--- src/rtl/mppt_pkg.sv ---
package mppt_pkg;
  typedef enum logic [1:0] {
    ST_IDLE  = 2'b00,
    ST_RATIO = 2'b01,
    ST_FREQ  = 2'b10
  } seq_state_t;
endpackage

--- src/rtl/mppt_edge_sync.sv ---
// Synchronizer followed by a rising-edge detector.
module mppt_edge_sync #(
  parameter int STAGES = 2
) (
  input  logic clk,
  input  logic rst,
  input  logic din,
  output logic rise
);
  localparam int CHAIN = STAGES + 1;

  logic [CHAIN-1:0] chain;

  always_ff @(posedge clk) begin
    if (rst) chain <= '0;
    else     chain <= {chain[CHAIN-2:0], din};
  end

  // The newest synchronized sample is high and the one before it was low.
  assign rise = chain[STAGES-1] & ~chain[STAGES];
endmodule

--- src/rtl/mppt_hill_counter.sv ---
// Up/down setting counter with a fixed start code of 0 and a parameterized last code.
module mppt_hill_counter #(
  parameter int WIDTH = 4,
  parameter int LAST  = 15
) (
  input  logic             clk,
  input  logic             rst,
  input  logic             load,
  input  logic             up,
  input  logic             dn,
  output logic [WIDTH-1:0] code,
  output logic             at_start,
  output logic             at_end
);
  localparam logic [WIDTH-1:0] LAST_C = LAST[WIDTH-1:0];

  always_ff @(posedge clk) begin
    if (rst || load)            code <= '0;
    else if (up && code != LAST_C) code <= code + 1'b1;
    else if (dn && code != '0)  code <= code - 1'b1;
  end

  assign at_start = (code == '0);
  assign at_end   = (code == LAST_C);


  in_range_chk: assert property (@(posedge clk) disable iff (rst) code <= LAST_C);


  single_step_chk: assert property (@(posedge clk) disable iff (rst)
    !load |=> (code == $past(code)) || (code == $past(code) + 1'b1) ||
              (code == $past(code) - 1'b1));
endmodule

--- src/rtl/mppt_2d_seq.sv ---
module mppt_2d_seq #(
  parameter int RATIO_W     = 4,
  parameter int RATIO_LAST  = 15,
  parameter int FREQ_W      = 4,
  parameter int FREQ_LAST   = 12,
  parameter int SYNC_STAGES = 2
) (
  input  logic               clk,
  input  logic               rst,
  input  logic               trig_in,
  input  logic               step_in,
  input  logic               peak_passed,
  output logic [RATIO_W-1:0] ratio_code,
  output logic [FREQ_W-1:0]  freq_code,
  output logic               ratio_en,
  output logic               freq_en,
  output logic               done
);
  import mppt_pkg::*;

  seq_state_t state, state_nx;
  logic trig_p, step_p;
  logic r_start, r_end, f_start, f_end;
  logic act_r, act_f, leave_r, leave_f;
  logic r_up, r_dn, f_up, f_dn, reload;

  mppt_edge_sync #(.STAGES(SYNC_STAGES)) u_trig (
    .clk(clk), .rst(rst), .din(trig_in), .rise(trig_p));

  mppt_edge_sync #(.STAGES(SYNC_STAGES)) u_step (
    .clk(clk), .rst(rst), .din(step_in), .rise(step_p));

  // Step decision for each stage.
  always_comb begin
    reload  = (state == ST_IDLE) && trig_p;
    act_r   = (state == ST_RATIO) && step_p;
    act_f   = (state == ST_FREQ) && step_p;
    r_up    = act_r && !peak_passed && !r_end;
    r_dn    = act_r && peak_passed && !r_start;
    f_up    = act_f && !peak_passed && !f_end;
    f_dn    = act_f && peak_passed && !f_start;
    leave_r = act_r && (peak_passed || r_end);
    leave_f = act_f && (peak_passed || f_end);
    state_nx = state;
    unique case (state)
      ST_IDLE:  if (trig_p)  state_nx = ST_RATIO;
      ST_RATIO: if (leave_r) state_nx = ST_FREQ;
      ST_FREQ:  if (leave_f) state_nx = ST_IDLE;
      default:               state_nx = ST_IDLE;
    endcase
  end

  always_ff @(posedge clk) begin
    if (rst) begin
      state <= ST_IDLE;
      done  <= 1'b0;
    end else begin
      state <= state_nx;
      done  <= leave_f;
    end
  end

  mppt_hill_counter #(.WIDTH(RATIO_W), .LAST(RATIO_LAST)) u_ratio (
    .clk(clk), .rst(rst), .load(reload), .up(r_up), .dn(r_dn),
    .code(ratio_code), .at_start(r_start), .at_end(r_end));

  mppt_hill_counter #(.WIDTH(FREQ_W), .LAST(FREQ_LAST)) u_freq (
    .clk(clk), .rst(rst), .load(reload), .up(f_up), .dn(f_dn),
    .code(freq_code), .at_start(f_start), .at_end(f_end));

  assign ratio_en = (state == ST_RATIO);
  assign freq_en  = (state == ST_FREQ);


  state_legal_chk: assert property (@(posedge clk) disable iff (rst)
    state != 2'b11);


  done_pulse_chk: assert property (@(posedge clk) disable iff (rst)
    done |=> !done);


  done_idle_chk: assert property (@(posedge clk) disable iff (rst)
    done |-> (state == ST_IDLE) && $past(state == ST_FREQ));


  ratio_frozen_chk: assert property (@(posedge clk) disable iff (rst)
    (state == ST_FREQ) |=> $stable(ratio_code));


  idle_hold_chk: assert property (@(posedge clk) disable iff (rst)
    (state == ST_IDLE && !trig_p) |=> $stable(ratio_code) && $stable(freq_code));
endmodule

--- config.mk ---
export PLATFORM = sky130hd
export DESIGN_NAME = mppt_2d_seq
export DESIGN_NICKNAME = d
export VERILOG_FILES = /design/src/rtl/mppt_pkg.sv /design/src/rtl/mppt_edge_sync.sv /design/src/rtl/mppt_hill_counter.sv /design/src/rtl/mppt_2d_seq.sv
export SDC_FILE = /design/constraint.sdc
export NUM_CORES = 1
export LEC_CHECK = 0
export BUFFER_PORTS_ARGS = -buffer_cell sky130_fd_sc_hd__buf_2
export CAP_MARGIN = 20
export CORE_ASPECT_RATIO = 1.25
export CORE_MARGIN = 2
export CORE_UTILIZATION = 35
export CTS_BUF_LIST = sky130_fd_sc_hd__clkbuf_4 sky130_fd_sc_hd__clkbuf_8
export CTS_CLUSTER_DIAMETER = 40
export DETAILED_ROUTE_END_ITERATION = 12
export PLACE_DENSITY = 0.6
export RECOVER_POWER = 50
export SLEW_MARGIN = 25
export SYNTH_ARGS = -nofsm -noshare
export SYNTH_HDL_FRONTEND = slang
export SYNTH_SLANG_ARGS = --single-unit
--- constraint.sdc ---
create_clock -name clk -period 6 [get_ports clk]
set_clock_uncertainty 0.15 [all_clocks]
set_input_delay 1.2 -clock clk [delete_from_list [all_inputs] [get_ports clk]]
set_output_delay 1.2 -clock clk [all_outputs]
set_load 0.005 [all_outputs]
==> metrics.txt, run 1 <==
net count of the finished layout 124; dominant cells by area after synthesis dfxtp_1 38%, ha_1 5.6%, nor2b_1 5.6%; flops & latches, synth 17; CTS tree yes; first-pass iteration count of the detailed router 4; setup TNS 0 ns; width of the die 49.3 µm; routed vias 745; Min Clock Period, post-route 3.02 ns; hold buffer count at CTS 0; Period Utilization, post-route 50.3%; port bufs 15; most instantiated library cell after synthesis dfxtp_1; clk sink count 17; worst vdd ir 0.126 mV; CP startpoint kind input pin; number of buffers created by CTS 3; Skew-Pair Late Insertion Delay 0.29 ns; min-delay worst type reg2reg; count of fill cells added during filler insertion 254; maximum number of buffers from clock root to sink 2; global route total overflow 0; kind of end point of the critical path flop; routability-driven placement congestion ratio roughly 0.8; half-perimeter wire length after detailed placement 1290 µm; aggregate routed wire length approximately 1700 µm; Post-Route Hold Slack 0.299 ns; final core utilization 42.0%; max-slew violation total from the final report 0; status finished, final reports clean; Post-Synthesis Mean Instance Area 9.56 µm²; maximum clock frequency 0.331 GHz; Yosys warning count 0; die height 60.6 µm; met1 Resource Use GR 16.7%; clock transition at the registers of the reported paths about 0.10 ns; die outline area 2990 µm²; power per unit of standard cell area 192 nW/µm²; Avg WL per Cell 11.8 µm; largest fanout on the critical path 8; DR iter-0 viols 20; global router's overall resource usage 12.8%; antenna viol nets, final 0; Row Count 20; standard cell core area about 2400 µm²; initial core utilization 37.0%; number of nets produced by synthesis 105; post-synthesis cell area 898 µm²; cell type contributing the most total cell area after synthesis dfxtp_1; share of the yosys chip area belonging to registers 37.9%; commonest cells in the netlist 17 x dfxtp_1, 9 x a21oi_1, 8 x nor2_1, 8 x nor2b_1, 7 x nand2_1; arrival time at the worst endpoint 3.05 ns; maxcap violations 0; number of synthesized flops with an enable pin 0; LEAKAGE about 0.00042 µW; residual DRC count 0; sequential cell area in the final layout 340 µm²; final number of hold-violating endpoints 0; vias in the first global route 660; slew at the pin with the worst max-slew slack 1.24 ns; max-slew headroom at the worst pin 15.1%; Post-Synthesis Cells 94; CTS H-tree lvls 1; Post-synth ARST share 0%; GR Layer Usage met2 20.1%; layout-stage area growth over the synthesis result 13.4%; Setup violations, final 0; Top Ports 16; area of the multi-input gates between 500 and 600 µm²; wire length of the first global-routing pass 2910 µm; count of distinct cell types in the synthesized netlist 31; Worst Path Required 6.03 ns; count of antenna diodes in the layout 0; Global Route met3 Usage 2.71%; cell chosen for the clock root clkbuf_4; layout cells sized above 1 roughly a fifth; setup repair after global routing missed its margin no; number of gates resized after cts 0; category of the critical setup timing path in2reg; Primary FF master, synth dfxtp_1; fraction of synthesized cell area taken by the top area cell type 37.9%; maximum number of pins on one net before global-route repair 12; Via-to-Cell Ratio 5.14; Post-CTS Setup Inserts 0; number of antenna violations at the first check in global routing 0; GR peak layer met2
-- placed cells by master (no fill, tap or decap) --
master and n:
a21o_1 1, xnor2_1 3, nand2_1 7, and3_1 1, o41ai_2 1, nor2_1 8, a221oi_1 1, ha_1 4
nor2b_1 8, a21oi_1 9, clkbuf_1 3, nor3_1 3, mux2i_1 3, buf_2 12, nand3_1 3, and2_1 1
inv_2 1, or4_1 1, nor3b_2 2, a41o_2 1, and3b_1 1, a211oi_1 1, nand3b_1 2, nand2b_1 3
o21ai_0 1, fa_1 2, dfxtp_1 17, and4_1 1, a41oi_1 1, a2111oi_0 2, clkbuf_4 4, o21ai_1 3
and3b_2 1
-- flip-flops by register name (all words and copies together), names as in the netlist --
name,cells
done,1
u_trig.chain,3
u_step.chain,3
u_ratio.code,4
state,2
u_freq.code,4
-- final cells by class --
cell class	instances	area share [%]
Multi-Input combinational cell	75	52.2
Inverter	1	0.369
Tap cell	33	4.05
Clock buffer	4	2.95
Timing Repair Buffer	15	7.00
Sequential cell	17	33.4
-- final timing paths --
path / start / to / slack, ns / cells past startpoint
worst max-delay path: peak_passed / u_ratio.code[1]$_SDFFE_PP0P_ / 2.98 / 5
worst min-delay path: u_step.chain[0]$_SDFF_PP0_ / u_step.chain[1]$_SDFF_PP0_ / 0.30 / 1
worst max register to register: u_ratio.code[1]$_SDFFE_PP0P_ / u_ratio.code[1]$_SDFFE_PP0P_ / 3.63 / 4
worst min register to register: u_step.chain[0]$_SDFF_PP0_ / u_step.chain[1]$_SDFF_PP0_ / 0.30 / 1
-- metal layers --
layer / wire [µm] / part of all wire (%)
met2: 752 / 44
met5: 0 / 0
met3: 62 / 3.6
met4: 30 / 1.8
met1: 860 / 50
-- critical path, stage by stage --
cell and delay (ns):
clkbuf_1 0.26, o41ai_2 0.15, a2111oi_0 1.10, mux2i_1 0.29
nor2_1 0.05
-- through the flow --
step	cells	area [µm²]	total power, µW	setup WS (ns)
4_1_cts	145	1040	200	3.29
6_report	145	1020	196	2.98
5_1_grt	145	1020	206	2.77
3_5_place_dp	141	1010	133	2.99
2_1_floorplan	94	898	128	3.33
3_3_place_gp	141	1010	132	3.00
-- power breakdown --
part	leakage (µW)	total [µW]	internal, µW	switching [µW]
Sequential	0.000138	116	115	1.51
Clock	0.0000184	66.8	30.4	36.4
Combinational	0.000260	12.5	5.13	7.39
Total	0.000416	196	150	45.3
-- logic make-up after synthesis --
kind of cell    after synthesis  share of synthesized area [%]
flops                        17                           37.9
mux                           3                           3.34
fa+ha+maj                     6                           10.0
simple gates                 42                           27.0
compound gates               21                           18.0
buf+inv                       2                          0.835
xor+xnor                      3                           2.93
Power figures use the tool's default switching activity.
==> inputs of run 2 (changes only) <==
Settings changed: ABC_AREA set to 1, PLACE_DENSITY 0.6 to 0.62.
Clock period 6 ns to 2.7 ns, I/O delays scaled along.
==> run 2 against run 1 <==
Against the previous run: register-to-register slack got worse by 3.0 ns; cell count rose by 26%; global-route usage decreased by 0.10 points; synthesized cell count up 39%; worst setup slack got worse by 2.4 ns; combinational power grew 110%; via count up 8.1%; sequential share of layout area is 2.5 points lower; worst hold slack worse by 0.035 ns; critical path depth up 8; wire length up 3.7%; largest power group unchanged.
==> metrics.txt, run 2 <==
Total Power Consumption 430 µW (+120%); fraction of synthesized cell area taken by the top area cell type 35.0% (-2.9 points); residual DRC count 0 (unchanged); half-perimeter wire length after detailed placement 1430 µm (+11%); die outline area 3220 µm² (+7.7%); standard cell core area 2650 µm² (+9.3%); cells on worst reg2reg path 13 (+9); commonest non-fill, non-tap cells in the layout 25 x nor2_1, 24 x inv_1, 24 x nand2_1; DR iter-0 viols 7 (-65%); die height 63.0 µm (+3.8%); LEAKAGE 0.000545 µW (+31%); layout-stage area growth over the synthesis result 13.1%; flops & latches, synth 17 (unchanged); clock transition at the registers of the reported paths 0.09 ns (about the same); Setup violations, final 0 (unchanged); capture instance of the worst register-to-register path u_ratio.code[3]$_SDFFE_PP0P_; maximum number of pins on one net before global-route repair 11 (-1); max-slew headroom at the worst pin 75.5% (+60 points); worst vdd ir 0.263 mV (+110%); arrival time at the worst endpoint 2.15 ns (-0.90 ns); number of synthesized flops with an enable pin 0 (unchanged); routed vias 805 (+8.1%); switching part of the total power 22.8% (-0.38 points); cell type contributing the most total cell area after synthesis dfxtp_1; Post-Synthesis Mean Instance Area 7.43 µm² (-22%); maximum clock frequency 0.476 GHz; setup TNS 0 ns (unchanged); maximum number of buffers from clock root to sink 2 (unchanged); slew at the pin with the worst max-slew slack 0.368 ns (-0.874 ns); CTS H-tree lvls 1 (unchanged); Post-synth ARST share 0% (unchanged); status finished, final reports clean; Post-Synthesis Cells 131 (+39%); initial core utilization 36.7% (-0.33 points); part of the power in the clock network 33.9% (-0.2 points); CP startpoint kind flop; count of fill cells added during filler insertion 291 (+15%); number of antenna violations at the first check in global routing 0 (unchanged); power per unit of standard cell area 390 nW/µm² (+100%); number of nets produced by synthesis 142 (+35%); Post-Route Hold Slack 0.263 ns (-0.0352 ns); cell chosen for the clock root clkbuf_4; count of antenna diodes in the layout 0 (unchanged); most instantiated library cell after synthesis nor2_1; GR peak layer met2; aggregate routed wire length 1770 µm (+3.7%); hold buffer count at CTS 0 (unchanged); first-pass iteration count of the detailed router 4 (unchanged); Period Utilization, post-route 77.8%; CTS tree yes; Internal Dissipation 332 µW (+120%); Yosys warning count 0 (unchanged); kind of end point of the critical path flop; Row Count 21 (+5.0%); final core utilization 41.5% (-0.47 points); wire length of the first global-routing pass 3190 µm (+9.5%); origin of the worst setup path state[1]$_SDFFE_PP0P_; max-slew violation total from the final report 0 (unchanged); Top Ports 16 (unchanged); leading cell type in the layout, fill and taps excluded nor2_1; dominant cells by area after synthesis dfxtp_1 35%, nor2_1 9.6%, inv_1 9.3%; vias in the first global route 807 (+22%); largest fanout on the critical path 6 (-2); Post-CTS Setup Inserts 0 (unchanged); width of the die 51.2 µm (+3.8%); GR Layer Usage met2 22.2% (+2.2 points); Skew-Pair Late Insertion Delay 0.29 ns (about the same); Min Clock Period, post-route 2.10 ns; Switching Power 97.9 µW (+120%); Worst Path Required 2.74 ns (-3.29 ns); critical path capture point u_ratio.code[3]$_SDFFE_PP0P_; category of the critical setup timing path reg2reg; part of the total power dissipated in combinational logic 6.1% (-0.3 points); setup repair after global routing missed its margin no; global route total overflow 0 (unchanged); min-delay worst type reg2reg; worst hold path depth 2 (+1); clk sink count 17 (unchanged); routability-driven placement congestion ratio 0.816 (+4.5%); share of the yosys chip area belonging to registers 35.0% (-2.9 points); net count of the finished layout 161 (+30%); register-to-register setup slack 0.60 ns (-3.03 ns); Primary FF master, synth dfxtp_1; number of gates resized after cts 0 (unchanged); global router's overall resource usage 12.7% (-0.10 points); final number of hold-violating endpoints 0 (unchanged); count of distinct cell types in the synthesized netlist 19 (-39%); setup ws final 0.599 ns (-2.38 ns); maxcap violations 0 (unchanged); number of buffers created by CTS 3 (unchanged); largest registers u_freq.code: 4 flops, u_ratio.code: 4 flops; worst flop-to-flop path startpoint state[1]$_SDFFE_PP0P_; Avg WL per Cell 9.66 µm (-18%); post-synthesis cell area 973 µm² (+8.4%); Via-to-Cell Ratio 4.40 (-14%); port bufs 15 (unchanged); sequential group share of total power 60.0% (+0.5 points); worst slack at placement 0.502 ns (-2.48 ns); antenna viol nets, final 0 (unchanged); layout cells sized above 1 22.1% (+2.5 points); Global Route met3 Usage 1.67% (-1.0 points); commonest cells in the netlist 25 x nor2_1, 24 x inv_1, 24 x nand2_1, 17 x dfxtp_1, 7 x a21oi_1; met1 Resource Use GR 14.4% (-2.3 points)
run 2: cell types whose count changed in the layout (fill, tap and decap cells not counted), sizes merged, moves of 3 or more:
| cell | delta |
|---|---|
| inv | +25 |
| nor2b | -8 |
| mux2i | -3 |
| nand2 | +22 |
| nor3 | -3 |
| nand3 | +7 |
| nor2 | +19 |
| nand2b | -3 |
run 2: how the worst min path moves through the flow:
stage | start | to | slack (ns)
after detailed placement | u_trig.chain[0]$_SDFF_PP0_ | u_trig.chain[1]$_SDFF_PP0_ | 0.25
after CTS | u_trig.chain[0]$_SDFF_PP0_ | u_trig.chain[1]$_SDFF_PP0_ | 0.27
after global routing | trig_in | u_trig.chain[0]$_SDFF_PP0_ | 0.28
after global placement | u_trig.chain[0]$_SDFF_PP0_ | u_trig.chain[1]$_SDFF_PP0_ | 0.24
final | u_trig.chain[0]$_SDFF_PP0_ | u_trig.chain[1]$_SDFF_PP0_ | 0.26
after floorplan | u_step.chain[0]$_SDFF_PP0_ | u_step.chain[1]$_SDFF_PP0_ | 0.24
run 2: area by class of cell:
class	count	area, µm²	share of cell area (%)
Timing Repair Buffer	15	72.6	6.59
Tap cell	34	42.5	3.86
Sequential cell	17	340	30.9
Multi-Input combinational cell	87	518	47.0
Inverter	26	97.6	8.86
Clock buffer	4	30.0	2.73
run 2: per-layer routing:
layer / vias to the layer above / wire, µm
li1: 438 / -
met1: 347 / 793
met2: 15 / 841
met3: 5 / 86
met4: 0 / 46
met5: - / 0
run 2: logic make-up after synthesis:
| family | share of synthesized area, % |
|---|---|
| simple gates | 35.2 |
| compound gates | 8.23 |
| flops | 35.0 |
| xor+xnor | 1.80 |
| buf+inv | 10.5 |
| fa+ha+maj | 9.25 |
run 2: metrics by stage:
stage	instances	instance area, µm²
final	183	1100
after floorplan	131	973
after global placement	179	1090
after CTS	183	1120
after global routing	183	1100
after detailed placement	179	1090
run 2: power groups by stage:
| stage | registers (µW) | logic (µW) | clock network (µW) |
|---|---|---|---|
| floorplan | 263 | 18.9 | 0 |
| global route | 259 | 30.1 | 164 |
| CTS | 258 | 27.6 | 154 |
| detailed placement | 264 | 27.5 | 0 |
| global placement | 264 | 26.5 | 0 |
| finish | 258 | 26.1 | 146 |
run 2: critical path, cell delays in order, from the launching register on:
cell and delay [ns]:
dfxtp_1 0.33, inv_2 0.06, nand2_2 0.07, nor2_4 0.15
nand3_1 0.25, ha_1 0.41, nand2_1 0.07, nand2_1 0.04
nor2_1 0.13, inv_1 0.05, nand2_1 0.08, nand3_2 0.09
nor2_1 0.08, nor2_1 0.05
==> inputs of run 3 (changes only) <==
Settings changed: ABC_AREA 1 to 0.
Clock period 2.7 ns to 1.8 ns, I/O delays scaled along.
==> run 3 against run 2 <==
Against the previous run: worst hold slack worse by 0.14 ns; power up 57%; clock power increased by 47%; the run now ends with negative setup slack left; utilization is 13 points higher.
==> metrics.txt, run 3 (synthesis gave the netlist of run 1 again) <==
status finished, violations left; violations in the final reports negative setup slack; hold buffer count at CTS 0 (unchanged); worst vdd ir 0.316 mV (+20%); register-to-register setup slack -0.11 ns (-0.71 ns); number of antenna violations at the first check in global routing 0 (unchanged); count of antenna diodes in the layout 0 (unchanged); area of all placed cells without fillers 1330 µm² (+21%); largest fanout on the critical path 4 (-2); Top Ports 16 (unchanged); category of the critical setup timing path reg2reg; wire length of the first global-routing pass 3620 µm (+14%); commonest non-fill, non-tap cells in the layout 23 x buf_4, 14 x dfxtp_1, 13 x buf_2; maximum number of buffers from clock root to sink 2 (unchanged); net count of the finished layout 149 (-7.5%); final number of hold-violating endpoints 0 (unchanged); maximum clock frequency 0.524 GHz (+10%); max-slew violation total from the final report 0 (unchanged); die outline area 2990 µm² (-7.2%); min-delay worst type in2reg; power per unit of standard cell area 506 nW/µm² (+30%); clk sink count 17 (unchanged); count of fill cells added during filler insertion 245 (-16%); Worst Path Required 1.85 ns (-0.89 ns); first-pass iteration count of the detailed router 4 (unchanged); total number of cells along the worst setup path 8 (-5); global route total overflow 0 (unchanged); maxcap violations 0 (unchanged); worst hold path depth 2 (unchanged); largest registers u_freq.code: 4 flops, u_ratio.code: 4 flops; half-perimeter wire length after detailed placement 1610 µm (+13%); global router's overall resource usage 16.1% (+3.4 points); residual DRC count 0 (unchanged); cells on worst reg2reg path 8 (-5); Via-to-Cell Ratio 5.04 (+14%); maximum number of pins on one net before global-route repair 12 (+1); Skew-Pair Late Insertion Delay 0.30 ns (about the same); Min Clock Period, post-route 1.91 ns (-0.191 ns); CP startpoint kind flop; Row Count 20 (-4.8%); aggregate routed wire length 2160 µm (+22%); clock transition at the registers of the reported paths 0.11 ns (+0.02 ns); Setup violations, final 6 (+6); antenna viol nets, final 0 (unchanged); Period Utilization, post-route 106% (+28 points); Avg WL per Cell 12.7 µm (+32%); arrival time at the worst endpoint 1.96 ns (-0.19 ns); crit path max-delay cell type dfxtp_2; LEAKAGE 0.000553 µW (+1.4%); dpl cell area 1260 µm² (+16%); vias in the first global route 807 (unchanged); kind of end point of the critical path flop; Max stage delay on crit path 0.33 ns (-0.08 ns); setup ws final -0.110 ns (-0.709 ns); initial core utilization 37.0% (+0.33 points); number of buffers and inverters on the critical path 0 (-2); cell class contributing the biggest share of worst-path delay simple AND/OR/NAND/NOR gates; CTS tree yes; width of the die 49.3 µm (-3.6%); setup repair after global routing missed its margin yes; routability-driven placement congestion ratio 0.808 (-0.94%); layout cells sized above 1 48.9% (+27 points); cell chosen for the clock root clkbuf_4; DR iter-0 viols 16 (+9); worst slack at placement -0.185 ns (-0.687 ns); layout-stage area growth over the synthesis result 47.9%; port bufs 15 (unchanged); number of buffers created by CTS 3 (unchanged); slew at the pin with the worst max-slew slack 0.413 ns (+0.0448 ns); routed vias 856 (+6.3%); leading cell type in the layout, fill and taps excluded buf_4; worst path cell trace nand2b_4 > nor3b_4 > nand2_2 > ha_4 > nand3_2 > a221oi_2 > o21ai_2 > mux2i_1; max-slew headroom at the worst pin 72.2% (-3.3 points); standard cell core area 2430 µm² (-8.5%); die height 60.6 µm (-3.7%); CTS H-tree lvls 1 (unchanged)
-- run 3: changes by cell type in the layout (fill, tap and decap cells not counted), sizes merged, moves of 7 or more --
| cell | change |
|---|---|
| nor2b | +8 |
| nand2 | -22 |
| nand3 | -7 |
| inv | -25 |
| buf | +24 |
| nor2 | -19 |
-- run 3: repair_timing --
item	CTS	global route
setup endpoints to repair	5	5
resized for setup	6	4
pin swaps	4	1
buffers inserted	0	2
-- run 3: routing by layer --
layer / wire, µm / GRT usage, %
met5: 0 / 0
met4: 38 / 7.35
met3: 77 / 2.46
met2: 1140 / 30.1
met1: 903 / 18.2
-- run 3: final cells by class --
| cell class | count | area, µm² | area share [%] |
|---|---|---|---|
| multi-input cells | 75 | 649 | 48.9 |
| flip-flops and latches | 17 | 347 | 26.1 |
| repair buffers | 40 | 260 | 19.6 |
| well taps | 33 | 41.3 | 3.11 |
| clock buffers | 3 | 22.5 | 1.69 |
| clock inverters | 1 | 5.00 | 0.377 |
| inverters | 1 | 3.75 | 0.282 |
-- run 3: final timing paths --
path | end | startpoint
worst max-delay path | u_freq.code[3]$_SDFFE_PP0P_ | u_step.chain[2]$_SDFF_PP0_
worst min-delay path | u_step.chain[0]$_SDFF_PP0_ | step_in
worst max register to register | u_freq.code[3]$_SDFFE_PP0P_ | u_step.chain[2]$_SDFF_PP0_
worst min register to register | u_step.chain[1]$_SDFF_PP0_ | u_step.chain[0]$_SDFF_PP0_
-- run 3: metrics by stage --
stage / TNS (ns) / power (µW) / util, % / instances / hold WS [ns]
floorplan: -0.225 / 432 / - / 94 / 0.264
global placement: -0.346 / 463 / 51.9 / 164 / 0.276
detailed placement: -0.524 / 465 / 51.9 / 164 / 0.292
CTS: -0.239 / 677 / 54.0 / 168 / 0.125
global route: -0.932 / 706 / 54.7 / 170 / 0.125
finish: -0.385 / 673 / 54.7 / 170 / 0.119
-- run 3: power by group --
part / switching (µW) / internal, µW
registers: 4.90 / 383
logic: 36.4 / 34.4
clock network: 131 / 82.8
